[src/rtl/twd_pkg.sv]
package twd_pkg;

   // phase of the two-step refresh: armed this cycle (fresh), one cycle later (stale)
   typedef enum logic [1:0] {
      ARM_IDLE  = 2'd0,
      ARM_FRESH = 2'd1,
      ARM_STALE = 2'd2
   } arm_phase_e;

   function automatic int unsigned hold_width(int unsigned n);
      return (n < 2) ? 1 : $clog2(n + 1);
   endfunction

endpackage

[src/rtl/twd_refresh_seq.sv]
module twd_refresh_seq (
   input  logic clk,
   input  logic rst_n,
   input  logic tick,
   input  logic arm_wr,
   input  logic kick_wr,
   input  logic freeze,
   input  logic flush,
   output logic armed,
   output logic refresh_ok
);
   import twd_pkg::*;

   arm_phase_e phase_q, phase_d;

   // a kick only counts in the machine cycle right after the arm write
   assign refresh_ok = tick & kick_wr & ~freeze & (phase_q == ARM_FRESH);
   assign armed      = (phase_q != ARM_IDLE);

   always_comb begin
      phase_d = phase_q;
      if (tick) begin
         if (freeze || flush)
            phase_d = ARM_IDLE;
         else if (arm_wr)
            phase_d = ARM_FRESH;
         else if (phase_q == ARM_FRESH)
            phase_d = refresh_ok ? ARM_IDLE : ARM_STALE;
         else
            phase_d = ARM_IDLE;
      end
   end

   always_ff @(posedge clk or negedge rst_n) begin
      if (!rst_n) phase_q <= ARM_IDLE;
      else        phase_q <= phase_d;
   end

endmodule

[src/rtl/twd_counter.sv]
module twd_counter #(
   parameter int unsigned PRE_W = 1,
   parameter int unsigned CNT_W = 15
) (
   input  logic clk,
   input  logic rst_n,
   input  logic tick,
   input  logic run,
   input  logic freeze,
   input  logic clear,
   output logic wrap
);
   localparam int unsigned TOT_W = PRE_W + CNT_W;

   if (CNT_W < 2 || CNT_W > 32) begin : g_bad_cnt
      $error("twd_counter: CNT_W must lie in 2..32");
   end
   if (PRE_W > 16) begin : g_bad_pre
      $error("twd_counter: PRE_W must not exceed 16");
   end
   if (TOT_W > 40) begin : g_bad_tot
      $error("twd_counter: PRE_W+CNT_W must not exceed 40");
   end

   logic [CNT_W-1:0] cnt_q;
   logic             pre_full;
   logic             zero_it;

   assign zero_it = freeze | clear | wrap;

   if (PRE_W == 0) begin : g_no_pre
      assign pre_full = 1'b1;
   end else begin : g_pre
      logic [PRE_W-1:0] pre_q;
      always_ff @(posedge clk or negedge rst_n) begin
         if (!rst_n)
            pre_q <= '0;
         else if (tick) begin
            if (zero_it)  pre_q <= '0;
            else if (run) pre_q <= pre_q + 1'b1;
         end
      end
      assign pre_full = &pre_q;
   end

   assign wrap = tick & run & ~freeze & ~clear & pre_full & (&cnt_q);

   always_ff @(posedge clk or negedge rst_n) begin
      if (!rst_n)
         cnt_q <= '0;
      else if (tick) begin
         if (zero_it)              cnt_q <= '0;
         else if (run && pre_full) cnt_q <= cnt_q + 1'b1;
      end
   end

endmodule

[src/rtl/twd_supervisor.sv]
module twd_supervisor #(
   parameter int unsigned HOLD_MC = 4
) (
   input  logic clk,
   input  logic rst_n,
   input  logic tick,
   input  logic start_wr,
   input  logic start_pin,
   input  logic flag_clr,
   input  logic wrap,
   output logic active,
   output logic pin_lock,
   output logic flag,
   output logic freeze
);
   localparam int unsigned HW = twd_pkg::hold_width(HOLD_MC);
   localparam logic [HW-1:0] HOLD_INIT = HW'(HOLD_MC);

   if (HOLD_MC < 1 || HOLD_MC > 255) begin : g_bad_hold
      $error("twd_supervisor: HOLD_MC must lie in 1..255");
   end

   logic          active_q, pin_q, flag_q;
   logic [HW-1:0] hold_q;

   always_ff @(posedge clk or negedge rst_n) begin
      if (!rst_n) begin
         active_q <= 1'b0;
         pin_q    <= 1'b0;
         flag_q   <= 1'b0;
         hold_q   <= '0;
      end else if (tick) begin
         if (start_wr || start_pin) active_q <= 1'b1;
         if (start_pin)             pin_q    <= 1'b1;
         if (wrap)                  flag_q   <= 1'b1;
         else if (flag_clr)         flag_q   <= 1'b0;
         if (wrap)                  hold_q   <= HOLD_INIT;
         else if (hold_q != '0)     hold_q   <= hold_q - 1'b1;
      end
   end

   assign active   = active_q;
   assign pin_lock = pin_q;
   assign flag     = flag_q;
   assign freeze   = (hold_q != '0);

endmodule

[src/rtl/twostep_watchdog.sv]
module twostep_watchdog #(
   parameter int unsigned PRE_W   = 1,
   parameter int unsigned CNT_W   = 15,
   parameter int unsigned HOLD_MC = 4
) (
   input  logic clk,
   input  logic rst_n,
   input  logic mc_en,
   input  logic arm_wr,
   input  logic kick_wr,
   input  logic start_wr,
   input  logic start_pin,
   input  logic flag_clr_wr,
   output logic wd_rst_req,
   output logic wd_flag,
   output logic wd_active,
   output logic arm_state,
   output logic sleep_inhibit
);
   logic refresh_ok, wrap, freeze, active;

   twd_refresh_seq u_seq (
      .clk        (clk),
      .rst_n      (rst_n),
      .tick       (mc_en),
      .arm_wr     (arm_wr),
      .kick_wr    (kick_wr),
      .freeze     (freeze),
      .flush      (wrap),
      .armed      (arm_state),
      .refresh_ok (refresh_ok)
   );

   twd_counter #(.PRE_W(PRE_W), .CNT_W(CNT_W)) u_cnt (
      .clk    (clk),
      .rst_n  (rst_n),
      .tick   (mc_en),
      .run    (active),
      .freeze (freeze),
      .clear  (refresh_ok),
      .wrap   (wrap)
   );

   twd_supervisor #(.HOLD_MC(HOLD_MC)) u_sup (
      .clk      (clk),
      .rst_n    (rst_n),
      .tick     (mc_en),
      .start_wr (start_wr),
      .start_pin(start_pin),
      .flag_clr (flag_clr_wr),
      .wrap     (wrap),
      .active   (active),
      .pin_lock (sleep_inhibit),
      .flag     (wd_flag),
      .freeze   (freeze)
   );

   assign wd_active  = active;
   assign wd_rst_req = freeze;

endmodule

[config.mk]
export PLATFORM = sky130hd
export DESIGN_NAME = twostep_watchdog
export DESIGN_NICKNAME = d
export VERILOG_FILES = /design/src/rtl/twd_pkg.sv /design/src/rtl/twd_refresh_seq.sv /design/src/rtl/twd_counter.sv /design/src/rtl/twd_supervisor.sv /design/src/rtl/twostep_watchdog.sv
export SDC_FILE = /design/constraint.sdc
export NUM_CORES = 1
export LEC_CHECK = 0
export BUFFER_PORTS_ARGS = -buffer_cell sky130_fd_sc_hd__buf_2
export CAP_MARGIN = 30
export CORE_ASPECT_RATIO = 1.25
export CORE_MARGIN = 2
export CORE_UTILIZATION = 49
export DETAILED_ROUTE_END_ITERATION = 12
export PLACE_DENSITY_LB_ADDON = 0.1
export SYNTH_ARGS = -nofsm -noshare
export SYNTH_HDL_FRONTEND = slang
export SYNTH_SLANG_ARGS = --single-unit
export TNS_END_PERCENT = 5
[constraint.sdc]
create_clock -name clk -period 1.63 [get_ports clk]
set_input_delay 0.163 -clock clk [delete_from_list [all_inputs] [get_ports clk]]
set_output_delay 0.163 -clock clk [all_outputs]
set_load 0.01 [all_outputs]
# Word-level counts from Yosys, hierarchy flattened

Index checks and enable logic that the tools add are counted.

Memories kept: 0
RAM bits: 0
Latch bits: 0
ROM bits: 0
Output and inout port bits: 5
Register bits after elaboration: 24

Muxes and demuxes: 12
Equality and inequality tests: 1
Shifts and indexed selects: 0
Multipliers: 0
Reduce and logical (&&, ||, !) cells: 16
Div/mod/pow operators: 0
$lt $le $gt $ge: 0
Bitwise operators: 12
Add/sub/neg operators: 3

Operators with widths:

| cell                                                                  | number |
|---|---|
| 15-bit two-way mux                                                    | 2 |
| 15-bit by 1-bit adder with 15-bit output, second input constant       | 1 |
| 15-bit AND reduction                                                  | 1 |
| 2-bit AND reduction                                                   | 6 |
| 2-bit nonzero test                                                    | 5 |
| 1-bit bitwise AND                                                     | 8 |
| 2-bit two-way mux                                                     | 4 |
| 3-bit two-way mux                                                     | 2 |
| 1-bit two-way mux                                                     | 4 |
| 3-bit nonzero test                                                    | 1 |
| 3-bit by 1-bit subtractor with 3-bit output, second input constant    | 1 |
| 2-bit by 1-bit equality test with 1-bit output, second input constant | 1 |
| 1-bit logical OR                                                      | 2 |
| 1-bit inverter                                                        | 2 |
| 1-bit OR                                                              | 2 |
| 1-bit adder, second input constant                                    | 1 |
| 1-bit logical AND                                                     | 1 |

# Logic depth before layout (Yosys ltp)

Depth in word-level cells: 11
Mapped depth: 8
Gate-level depth less buffers: 6

# By module

Synthesis repeated with hierarchy kept, for this count alone.

Cell total of the unflattened synthesis: 151
Area, all modules: 1432.6 um^2

By module, submodules not included:

| module          | cells an instance | instances | area an instance (um^2) | sequential area each (um^2) |
|---|---|---|---|---|
| twd_counter     | 112               | 1         | 1018.5                  | 400.4 |
| twd_supervisor  | 28                | 1         | 311.5                   | 150.1 |
| twd_refresh_seq | 11                | 1         | 102.6                   | 50.0 |

# Least setup slack after synthesis

Ideal clock, no wire load.

Kind: register to register
Start point: register u_sup.hold_q[0]
End point: register u_cnt.cnt_q[14]
Setup slack: -0.039 ns
Period minus slack after synthesis: 1.669 ns
Data arrival time: 1.587 ns
Required time: 1.547 ns
Stages on the path, launching flop included: 8
Library setup time: 0.083 ns
Cell sequence: dfrtp_1 -> inv_1 -> ha_1 -> nand2b_1 -> buf_2 -> a21o_1 -> or4_1 -> o21ai_0

Word-level cells in the longest chain between the ends: 11

RTL lines:

| item                                 | line                                     | text |
|---|---|---|
| start, declared                      | twd_supervisor.sv:24                     | `logic [HW-1:0] hold_q;` |
| start signal, assigned               | twd_supervisor.sv:38                     | `else if (hold_q != '0) hold_q <= hold_q - 1'b1;` |
| 3-bit nonzero test *                 | twd_supervisor.sv:45                     | `assign freeze = (hold_q != '0);` |
| via wd_rst_req                       | twostep_watchdog.sv:14                   | `output logic wd_rst_req,` |
| 1-bit inverter                       | twd_refresh_seq.sv:17, twd_counter.sv:46 |  |
| 1-bit bitwise AND (2 in a row)       | twd_refresh_seq.sv:17                    | `assign refresh_ok = tick & kick_wr & ~freeze & (phase_q == ARM_FRESH);` |
| 1-bit inverter                       | twd_counter.sv:46                        | `assign wrap = tick & run & ~freeze & ~clear & pre_full & (&cnt_q);` |
| 1-bit bitwise AND (3 in a row)       | twd_counter.sv:46                        |  |
| 1-bit OR *                           | twd_counter.sv:29                        | `assign zero_it = freeze \| clear \| wrap;` |
| 2-bit nonzero test (no source line)  | -                                        |  |
| 2-bit AND reduction (no source line) | -                                        |  |
| end signal, assigned                 | twd_counter.sv:53                        | `else if (run && pre_full) cnt_q <= cnt_q + 1'b1;` |
| end, declared                        | twd_counter.sv:25                        | `logic [CNT_W-1:0] cnt_q;` |

The timed path passes the listed nets; every way through them passes the cells marked *.
A chain may end at the register's enable or synchronous reset.

# Worst setup path after layout

Start point: register u_sup.hold_q[0]
End point: register u_seq.phase_q[1]

Word-level cells in the longest chain between the ends: 10

RTL lines:

| item                           | line                                     | text |
|---|---|---|
| 3-bit nonzero test *           | twd_supervisor.sv:45                     |  |
| 1-bit inverter                 | twd_refresh_seq.sv:17, twd_counter.sv:46 |  |
| 1-bit bitwise AND (2 in a row) | twd_refresh_seq.sv:17                    |  |
| 1-bit inverter                 | twd_counter.sv:46                        |  |
| 1-bit bitwise AND (3 in a row) | twd_counter.sv:46                        |  |
| 1-bit logical OR               | twd_refresh_seq.sv:23                    | `if (freeze \|\| flush)` |
| 2-bit two-way mux *            | twd_refresh_seq.sv:23                    |  |
| end signal, assigned           | twd_refresh_seq.sv:36                    | `else phase_q <= phase_d;` |
| end, declared                  | twd_refresh_seq.sv:14                    | `arm_phase_e phase_q, phase_d;` |

Every way passes the cells marked *; elsewhere a longest branch is shown, timed or not.

==> key figures <==
Run status
  • Status: finished, final reports clean

Logic synthesis
  • Cells after synthesis: 160
  • Post-synth cell types: 49
  • Seq cells post-synth: 24
  • Number of synthesized flops with an enable pin: 0
  • Ys flop type: dfrtp_1
  • Avg Cell Area, Syn: 9.08 sq um
  • Top cells by area, synth: dfrtp_1 (41%), nand2_1 (5.7%), o21ai_0 (4.5%)
  • Area leader, netlist: dfrtp_1
  • Post-Syn Area: 0.00145 sq mm
  • Syn_nets: 171
  • Number of synthesis warnings: 0
  • Synth async-reset ratio: 100%
  • Area share of the largest cell type after synthesis: 41.3%
  • Register area share after synthesis: 41.3%

CTS
  • Cts bufs inserted: 3
  • CTS sink cnt: 24
  • Max clock buf depth: 2
  • CTS Root Cell: clkbuf_4
  • Clk_lat worst skew: 0.32 ns
  • Clk slew on worst S/H paths: 0.14 ns
  • Htree depth: 1
  • TritonCTS clock tree: done
  • Post-CTS Setup Inserts: 0

Global routing
  • Largest net degree at the start of global routing: 25
  • Initial antenna violation count: 0
  • Vias in the first global route: 1451
  • Gr ovfl total: 0
  • First-pass GRT wire length: 6380 um
  • Tot GR Track Use: 24.8%

Setup path
  • Max FO, Critical Path: 2
  • Data arrival, critical path: 1.88 ns
  • Worst setup EP type: flop
  • Reg-to-reg startpoint: u_sup.hold_q[0]$_DFFE_PN0P_
  • R2R Setup Slk: 0.01 ns
  • R2r worst-path depth: 6
  • CP Launch Point: u_sup.hold_q[0]$_DFFE_PN0P_
  • Crit Reg-Reg Endpoint: u_seq.phase_q[1]$_DFFE_PN0P_
  • Worst Path Class, Setup: reg -> reg
  • Worst Path Required: 1.90 ns
  • Startpoint class of the critical path: flop

Drt
  • Avg WL per Cell: 15.7 um
  • 1st-iter DRT viols: 48
  • DR WL met3: 100 um
  • Vias per cell: 5.96
  • Post-route ant nets: 0
  • Drt first pass iters: 4
  • Vias: 1382
  • Top sig layer: met4
  • Met1 wire length: 1480 um
  • DR WL met2: 1990 um
  • # DRC: 0
  • Total wire length: 3640 um

Placed design
  • Pre-CTS WS: -0.0205 ns
  • Port bufs: 12
  • Routability cong.: 0.902
  • HPWL Detailed: 2710 um
  • Dpl cell area: 0.00173 sq mm

Timing
  • Pins over their slew limit: 0
  • Skew final: 0.00677 ns
  • Hold Vio Cnt, Final: 0
  • Final setup violation count: 0
  • Fin crit share: 99.3%
  • Final WS setup: 0.0121 ns
  • Slew margin rel.: 62.9%
  • Final hold slack: 0.0489 ns
  • Min Clock Period, post-route: 1.62 ns
  • RSZ-0062 raised after global routing: true
  • Maximum clock rate: 618 MHz
  • Measured slew at the worst slew-check pin: 0.557 ns

Final layout
  • Layout Utilization: 63.3%
  • Commonest non-fill, non-tap cells in the layout: buf_4 (25), nand2_1 (21), dfrtp_1 (20)
  • Area occupied by multi-input gates: 822 sq um
  • Fill cell count: 275
  • Area growth from synthesis to layout: 26.0%
  • FF+latch area: 606 sq um
  • Layout cells sized above 1: 36.2%
  • ANT cells: 0
  • Nets: 208
  • Post-route cell area: 0.00183 sq mm
  • Leading cell type in the layout, fill and taps excluded: buf_4

Hold path
  • Hold endpoint: u_sup.pin_lock$_DFFE_PN0P_
  • Min-Delay Path Class: in -> reg
  • Hold depth: 2
  • Hold_sp: start_pin

Job
  • Max_cap viols: 0

Power
  • P_int: 1.17 mW
  • Final Power: 1.79 mW
  • Logic pwr share: 43.2%
  • Leakage: 0.781 nW
  • Flop pwr share: 38.9%
  • Switching share of power: 34.8%
  • Power per cell area: 978 mW/mm^2
  • Peak supply drop: 0.924 mV
  • Clock share of power: 17.9%
  • Switching pwr: 0.623 mW

Floorplan
  • Die area: 0.00342 sq mm
  • Area of the core: 0.00289 sq mm
  • Die Y: 64.9 um
  • I/O pins: 13
  • Die X: 52.7 um
  • Rows: 22
  • Initial Util: 50.3%
-- kinds of logic (layout without fill, tap and decap cells) --
family / Yosys count / count (layout) / share of synthesized area, %
compound gates: 44 / 44 / 22.0
fa+ha+maj: 3 / 3 / 2.58
buf+inv: 17 / 53 / 5.00
flops: 24 / 24 / 41.3
mux: 3 / 3 / 2.24
simple gates: 69 / 69 / 26.9
-- final cells by class --
cell class / instances / share of cell area (%)
clock buffer: 4 / 1.98
sequential: 24 / 33.1
tap: 36 / 2.46
timing repair buffer: 41 / 15.9
multi-input combinational: 119 / 44.9
inverter: 8 / 1.64
-- per-layer routing --
| metal | up-vias | global-route usage (%) |
|---|---|---|
| li1 | 676 | - |
| met3 | 8 | 3.69 |
| met2 | 30 | 46.3 |
| met4 | 0 | 8.33 |
| met5 | - | 0 |
| met1 | 668 | 27.6 |
-- stage by stage --
stage | std cells | setup TNS, ns
6_report | 232 | 0
5_1_grt | 232 | -0.123
4_1_cts | 232 | 0
3_5_place_dp | 227 | -0.0293
3_3_place_gp | 227 | 0
2_1_floorplan | 160 | 0
-- critical path, stage by stage (launching register included) --
cell,delay (ns)
dfrtp_1,0.40
inv_2,0.08
ha_4,0.15
nand2b_4,0.05
or4b_2,0.62
a21oi_2,0.11
mux2_2,0.15
-- power groups by stage --
| stage | combinational (mW) | sequential (mW) | clock (mW) |
|---|---|---|---|
| 6_report | 0.773 | 0.697 | 0.320 |
| 5_1_grt | 0.861 | 0.703 | 0.362 |
| 4_1_cts | 0.739 | 0.695 | 0.335 |
| 3_5_place_dp | 0.696 | 0.707 | 0 |
| 3_3_place_gp | 0.666 | 0.706 | 0 |
| 2_1_floorplan | 0.431 | 0.704 | 0 |
-- how the worst max path moves through the flow --
stage / depth (start not counted) / to / slack (ns)
final: 6 / u_seq.phase_q[1]$_DFFE_PN0P_ / 0.01
after floorplan: 6 / u_seq.phase_q[1]$_DFFE_PN0P_ / 0.01
after detailed placement: 8 / u_cnt.cnt_q[0]$_DFFE_PN0P_ / -0.02
after CTS: 7 / u_cnt.cnt_q[14]$_DFFE_PN0P_ / 0.006
after global placement: 8 / u_cnt.cnt_q[0]$_DFFE_PN0P_ / 0.03
after global routing: 7 / u_cnt.cnt_q[14]$_DFFE_PN0P_ / -0.04
-- state kept, by name, indices dropped and copies added (netlist names) --
register           count
u_cnt.cnt_q           15
u_cnt.g_pre.pre_q      1
u_seq.phase_q          2
u_sup.active           1
u_sup.flag             1
u_sup.hold_q           3
u_sup.pin_lock         1
-- cells in the mapped netlist, drive strengths merged, types with 3 or more instances --
cell	count
a21oi	5
o21ai	13
ha	3
nand2	22
o211ai	3
nor2	6
a32oi	3
o31ai	3
nand4	7
inv	8
nand3	11
dfrtp	24
nor4	5
buf	8
nor3	3
a21o	3
-- timing repair --
action	in CTS	in global routing
endpoints found under the hold margin	24	0
hold buffers	1	0
setup endpoints to repair	8	22
gates resized for setup	5	14
pin swaps	0	3
(Power assumes the default switching activity.)
